[config.mk]
export PLATFORM = sky130hd
export DESIGN_NAME = fault_irq_ctl
export DESIGN_NICKNAME = d
export VERILOG_FILES = /design/src/rtl/fault_irq_pkg.sv /design/src/rtl/relatch_timer.sv /design/src/rtl/fault_bank.sv /design/src/rtl/fault_irq_ctl.sv
export SDC_FILE = /design/constraint.sdc
export NUM_CORES = 1
export LEC_CHECK = 0
export CAP_MARGIN = 20
export CORE_MARGIN = 5
export CORE_UTILIZATION = 56
export CTS_CLUSTER_SIZE = 25
export DETAILED_ROUTE_END_ITERATION = 12
export DONT_BUFFER_PORTS = 1
export PLACE_DENSITY = 0.7
export SYNTH_ARGS = -nofsm -noshare
export SYNTH_HDL_FRONTEND = slang
export SYNTH_SLANG_ARGS = --single-unit
[constraint.sdc]
create_clock -name clk_i -period 1.8 [get_ports clk_i]
set_input_delay 0.18 -clock clk_i [delete_from_list [all_inputs] [get_ports clk_i]]
set_output_delay 0.18 -clock clk_i [all_outputs]
set_load 0.1 [all_outputs]
[src/rtl/fault_irq_pkg.sv]
package fault_irq_pkg;

    typedef enum logic {
        TMR_IDLE = 1'b0,
        TMR_RUN  = 1'b1
    } tmr_state_e;

    function automatic logic level_changed(input logic now_v, input logic prev_v);
        return now_v ^ prev_v;
    endfunction

endpackage

[src/rtl/relatch_timer.sv]
module relatch_timer
    import fault_irq_pkg::*;
#(
    parameter int PRESC = 100,
    parameter int TICKS = 32
) (
    input  logic clk_i,
    input  logic rst_i,
    input  logic start_i,
    output logic expire_o
);
    localparam int PW = (PRESC > 1) ? $clog2(PRESC) : 1;
    localparam int TW = $clog2(TICKS + 1);
    localparam logic [PW-1:0] PRE_LAST = PW'(PRESC - 1);
    localparam logic [TW-1:0] TICK_LOAD = TW'(TICKS);

    tmr_state_e    state_q;
    logic [PW-1:0] pre_q;
    logic [TW-1:0] tick_q;
    logic          pre_wrap;

    assign pre_wrap = (pre_q == PRE_LAST);
    assign expire_o = (state_q == TMR_RUN) && pre_wrap && (tick_q == TW'(1));

    always_ff @(posedge clk_i) begin
        if (rst_i) begin
            state_q <= TMR_IDLE;
            pre_q   <= '0;
            tick_q  <= '0;
        end else if (start_i) begin
            state_q <= TMR_RUN;
            pre_q   <= '0;
            tick_q  <= TICK_LOAD;
        end else if (state_q == TMR_RUN) begin
            if (pre_wrap) begin
                pre_q  <= '0;
                tick_q <= tick_q - TW'(1);
                if (tick_q == TW'(1)) begin
                    state_q <= TMR_IDLE;
                end
            end else begin
                pre_q <= pre_q + PW'(1);
            end
        end
    end
endmodule

[src/rtl/fault_bank.sv]
module fault_bank
    import fault_irq_pkg::*;
#(
    parameter int W     = 8,
    parameter int PRESC = 100,
    parameter int TICKS = 32
) (
    input  logic         clk_i,
    input  logic         rst_i,
    input  logic [W-1:0] fault_i,
    input  logic         clr_i,
    input  logic         en_wr_i,
    input  logic [W-1:0] en_wdata_i,
    output logic [W-1:0] status_o,
    output logic [W-1:0] en_o,
    output logic [W-1:0] set_o
);
    logic [W-1:0] fault_q;
    logic         expire;

    relatch_timer #(.PRESC(PRESC), .TICKS(TICKS)) u_timer (
        .clk_i    (clk_i),
        .rst_i    (rst_i),
        .start_i  (clr_i),
        .expire_o (expire)
    );

    // New events: rising edges, plus held levels when the hold-off ends.
    assign set_o = (fault_i & ~fault_q) | (expire ? fault_i : '0);

    always_ff @(posedge clk_i) begin
        if (rst_i) begin
            fault_q  <= '0;
            status_o <= '0;
            en_o     <= '1;
        end else begin
            fault_q  <= fault_i;
            status_o <= (status_o & ~{W{clr_i}}) | set_o;
            if (en_wr_i) begin
                en_o <= en_wdata_i;
            end
        end
    end
endmodule

[src/rtl/fault_irq_ctl.sv]
module fault_irq_ctl
    import fault_irq_pkg::*;
#(
    parameter int W     = 8,
    parameter int NREG  = 2,
    parameter int PRESC = 100,
    parameter int TICKS = 32,
    localparam int SELW = $clog2(NREG),
    localparam int FW   = NREG * W
) (
    input  logic            clk_i,
    input  logic            rst_i,
    input  logic [FW-1:0]   fault_i,
    input  logic            rd_en_i,
    input  logic [SELW-1:0] rd_sel_i,
    input  logic            wr_en_i,
    input  logic [SELW-1:0] wr_sel_i,
    input  logic [W-1:0]    wr_data_i,
    input  logic            wake_i,
    output logic [W-1:0]    rd_data_o,
    output logic            irq_n_o,
    output logic            pending_o
);
    logic [W-1:0]  st_arr [NREG];
    logic [FW-1:0] st_flat;
    logic [FW-1:0] en_flat;
    logic [FW-1:0] set_flat;
    logic          wake_q;
    logic          wake_tgl;

    assign wake_tgl = level_changed(wake_i, wake_q);

    for (genvar b = 0; b < NREG; b++) begin : g_bank
        logic clr;
        logic en_wr;
        assign clr   = wake_tgl || (rd_en_i && (rd_sel_i == SELW'(b)));
        assign en_wr = wr_en_i && (wr_sel_i == SELW'(b));

        fault_bank #(.W(W), .PRESC(PRESC), .TICKS(TICKS)) u_bank (
            .clk_i      (clk_i),
            .rst_i      (rst_i),
            .fault_i    (fault_i[b*W +: W]),
            .clr_i      (clr),
            .en_wr_i    (en_wr),
            .en_wdata_i (wr_data_i),
            .status_o   (st_arr[b]),
            .en_o       (en_flat[b*W +: W]),
            .set_o      (set_flat[b*W +: W])
        );
        assign st_flat[b*W +: W] = st_arr[b];
    end

    assign irq_n_o   = ~|(st_flat & en_flat);
    assign pending_o = |st_flat;

    always_ff @(posedge clk_i) begin
        if (rst_i) begin
            wake_q    <= 1'b0;
            rd_data_o <= '0;
        end else begin
            wake_q <= wake_i;
            if (rd_en_i) begin
                rd_data_o <= st_arr[rd_sel_i];
            end
        end
    end
endmodule

### Word-level counts from Yosys, hierarchy flattened

Cells that the tools add are included.

* input port bits: 31
* output and inout bits: 10
* register bits: 85

* equality and inequality tests: 4
* bitwise gates (word level): 17
* add/sub/neg operators: 4
* reduce and logical (&&, ||, !) cells: 23
* multiplexer cells: 21
* magnitude comparators: 1

Operators with widths (count)
* $mux W8: 5
* $mux W6: 6
* $and A8 B8 Y8: 4
* $not A8 Y8: 4
* $or A8 B8 Y8: 4
* $reduce_or A16 Y1: 2
* $and A16 B16 Y16: 1
* $add A7 B1 Y7 const B: 2
* $eq A7 B7 Y1 const B: 2
* $mux W7: 2
* $eq A6 B1 Y1 const B: 2
* $sub A6 B1 Y6 const B: 2
* $logic_and A1 B1 Y1: 8
* $mux W1: 8
* $reduce_and A2 Y1: 4
* $reduce_bool A2 Y1: 4
* $reduce_or A2 Y1: 2
* $ge A2 B2 Y1 const B: 1
* $logic_or A1 B1 Y1: 2
* $not A1 Y1: 2
* $not A1 Y2: 1
* $logic_not A1 Y1: 1
* $xor A1 B1 Y1: 1

### Longest topological paths before layout

* depth after elaboration: 6
* depth in mapped cells: 7

### Cells and area by module

A second synthesis with hierarchy kept.

* cells, all modules: 391
* area total of the unflattened synthesis: 3784.9 um^2

Modules (own cells, without submodules)
* fault_bank: cells each 84, area an instance 909.6 um^2, instances 2
* relatch_timer: cells each 82, area an instance 715.7 um^2, instances 2
* fault_irq_ctl: cells each 59, area an instance 534.3 um^2, instances 1

### Worst setup path before layout

OpenSTA, ideal clock, no wires.

* kind: flip-flop to output port
* start: reg g_bank[1].u_bank.status_o[1]
* end: out irq_n_o
* required time: 1620 ps
* path slack: -470 ps
* buffers on the path: 0
* cell stages (with the launch flop): 5
* data arrival time: 2090 ps
* path through: dfxtp_1 > a22o_1 > a221oi_1 > nand3_1 > nor2_1

* cells in the longest elaborated chain, start to end: 3

Ends and longest elaborated chain
* start: declaration: RTL line fault_bank.sv:14 `output logic [W-1:0] status_o,`
* start signal: assignment: RTL line fault_bank.sv:38 `status_o <= (status_o & ~{W{clr_i}}) | set_o;`
* $and A16 B16 Y16: RTL line fault_irq_ctl.sv:53 `assign irq_n_o = ~|(st_flat & en_flat);`
* $reduce_or A16 Y1: RTL line fault_irq_ctl.sv:53
* $logic_not A1 Y1: RTL line fault_irq_ctl.sv:53
* end: declaration: RTL line fault_irq_ctl.sv:21 `output logic irq_n_o,`

Every way passes these cells.

### Final worst setup path

Ends and elaborated chain as after synthesis.

==> qor.yml <==
antenna_left: 0
dp_cells: 429
clk_latency_ns: 0.35
vdd_drop_max_mv: 1.122
dieArea_um2: 7724
cap_violations: 0
finClkSkew_ns: 0.005355
slowest_delay_ns: 0.36
htreeDepth: 3
stdcell_area_um2: 4089
drive_gt1_frac: 0.1153
grt_pass1_vias: 2665
synthTopCellsByArea: "dfxtp_1 50%, a22o_1 4.6%, nor2_1 4.5%"
drt-pass1-iter-count: 4
syn_nets: 391
ys_types: 38
switching_share: 0.2530
outcome: "finished clean"
cp-end-kind: "output pin"
slowest_stage: "dfxtp_4"
antenna_cells: 0
clk_path_buf_depth: 2
avgSynthCellArea_um2: 9.596
rows: 28
dp_hpwl_um: 4904
critPathLaunchType: "register"
routedWlPerCell_um: 15.47
grt_max_degree: 46
power.density_nw_per_um2: 965.1
fillers: 453
via_per_inst: 5.523
synth_edf_count: 0
grtUsageTotal: 0.2096
fin_tns_setup_ns: 0
yosysTopAreaCellShare: 0.5009
worst_pin_slew_ns: 0.6492
finalHoldViolations: 0
critical_path_class: "reg2out"
worstPathMaxFanout: 3
syn_to_final_growth_pct: 20.37
fin_cells: 474
core_area_um2: 5921
grt_first_pass_wirelength_um: 12390
fin_util: 0.6906
ys_warn_count: 0
nets: 431
syn_area_um2: 3397
gr-total-overflow: 0
clock_sinks: 85
cts_tree: "yes"
initial_utilization: 0.5738
path_clk_slew_ns: 0.08
routed_wl_um: 7333
cp.arrival_ns: 1.59
p_int_uw: 2948
synth_area_leader_cell: "dfxtp_1"
combPwrFrac: 0.112
finalCritPeriodShare: 0.9844
drc: 0
synth.most_common_cell: "dfxtp_1"
ioPinCount: 41
synth-seq-cells: 85
numCtsBuffers: 9
setup_viol: 0
worstPathCellList: "a22o_1, a221oi_2, nand3_1, nor2_4, buf_12"
max_clock_freq_mhz: 564.4
rsz0062_at_grt: "true"
die_x_um: 87.89
ys.flop_type: "dfxtp_1"
routed-via-count: 2618
postPlaceCellArea_um2: 3552
hp-class: "in2reg"
slew_viol_final: 0
io_buffers: 0
drt_iter0_markers: 97
place_congestion: 0.8459
pwr-share-clk: 0.369
syn_inst: 354
required_ns: 1.62
synth_top_cells_by_count: "85 x dfxtp_1, 41 x nor2_1, 31 x nand2_1"
antenna_found_initial: 0
power.switching_uw: 998.3
p_leak_uw: 0.001597
die_h_um: 87.89
finalCriticalPeriod_ns: 1.772
p_seq_frac: 0.519
ys_seq_area_frac: 0.5009
synth-async-reset-ratio: 0
cts_root_buf: "clkbuf_8"
slew_headroom: 0.5664
worst paths after layout:
| kind | from | endpoint | slack (ns) | cells after the start |
|---|---|---|---|---|
| min | rd_en_i | rd_data_o[3] | 0.006 | 2 |
| min reg2reg | g_bank[1].u_bank.en_o[7] | g_bank[1].u_bank.en_o[7] | 0.47 | 1 |
| max | g_bank[1].u_bank.status_o[1] | irq_n_o | 0.03 | 5 |
| max reg2reg | g_bank[0].u_bank.u_timer.pre_q[2] | g_bank[0].u_bank.status_o[0] | 0.07 | 4 |
per-stage QoR:
| step | total power (µW) | hold WS (ns) | setup slack [ns] |
|---|---|---|---|
| 6_report | 3946 | 0.005885 | 0.02809 |
| 5_1_grt | 4105 | 0.001341 | -0.05651 |
| 4_1_cts | 3974 | 0.001629 | 0.01069 |
| 3_5_place_dp | 2459 | 0.2625 | 0.09983 |
| 3_3_place_gp | 2452 | 0.2586 | 0.1367 |
| 2_1_floorplan | 2391 | 0.3009 | 0.1136 |
what timing repair did:
| action | CTS | global route |
|---|---|---|
| setup buffers | 0 | 2 |
| endpoints found under the setup margin | 1 | 9 |
| hold buffers | 27 | 0 |
| gates resized for setup | 3 | 4 |
| endpoints found under the hold margin | 45 | 0 |
| pin swaps | 3 | 5 |
| cloned | 0 | 0 |
cells in the final DEF, fill, tap and decap left out, drive strengths merged:
cell type / synthesis / layout
nor3: 3 / 3
a211oi: 12 / 12
buf: 4 / 19
nand2b: 4 / 4
or4: 1 / 1
or3: 2 / 2
nand4b: 1 / 1
o41ai: 1 / 1
a22oi: 4 / 4
nand3: 7 / 7
a22o: 18 / 18
nor2: 41 / 41
nand4: 10 / 10
or2: 1 / 1
a21oi: 6 / 6
clkinv: 0 / 4
dlygate4sd3: 0 / 26
nand2: 32 / 32
xor2: 13 / 13
ha: 6 / 6
nor4: 6 / 6
bufinv: 0 / 2
xnor2: 10 / 10
and2: 1 / 1
a221oi: 2 / 2
and4: 2 / 2
a211o: 8 / 8
o21ai: 11 / 11
clkbuf: 12 / 10
inv: 6 / 6
nand3b: 8 / 8
nor2b: 19 / 19
and3: 8 / 8
mux2i: 10 / 10
dfxtp: 85 / 85
layer usage:
layer | vias to the layer above | GRT usage | routed length (µm)
met4 | 0 | 0.07810 | 146
met1 | 1217 | 0.2623 | 3259
met3 | 13 | 0.06491 | 366
met5 | - | 0 | 0
li1 | 1332 | - | -
met2 | 56 | 0.3397 | 3560
area by class of cell:
| cell class | count | area (µm²) | share of cell area |
|---|---|---|---|
| inverter | 6 | 22.52 | 0.005508 |
| clock buffer | 10 | 127.6 | 0.03121 |
| timing repair buffer | 45 | 427.9 | 0.1047 |
| tap | 75 | 93.84 | 0.02295 |
| multi-input combinational | 247 | 1622 | 0.3966 |
| clock inverter | 6 | 87.58 | 0.02142 |
| sequential | 85 | 1708 | 0.4177 |
flip-flops by register name (all words and copies together), names as in the netlist:
signal / flops
g_bank.u_bank.en_o: 16
g_bank.u_bank.fault_q: 16
g_bank.u_bank.status_o: 16
g_bank.u_bank.u_timer.pre_q: 14
g_bank.u_bank.u_timer.tick_q: 12
rd_data_o: 8
g_bank.u_bank.u_timer.state_q: 2
wake_q: 1
power groups by stage:
stage               clock, µW  sequential, µW  combinational [µW]
floorplan                   0            2150                 239
global placement            0            2090                 362
detailed placement          0            2090                 367
CTS                      1490            2050                 438
global route             1570            2060                 479
finish                   1460            2050                 442
critical path: cells and delay by family (launching register included):
kind | cells | cell delay [ns]
AOI/OAI and AO/OA | 2 | 0.39
DFF | 1 | 0.36
and+or+nand+nor | 2 | 0.32
buffers and inverters | 1 | 0.18
cells by family after synthesis:
group	Yosys count	synth area share
fa+ha+maj	6	0.02210
mux	10	0.02947
simple gates	146	0.2203
buf+inv	22	0.02983
flops	85	0.5009
compound gates	62	0.1381
xor+xnor	23	0.05930
Note: power is estimated with default switching activity, not from simulation.
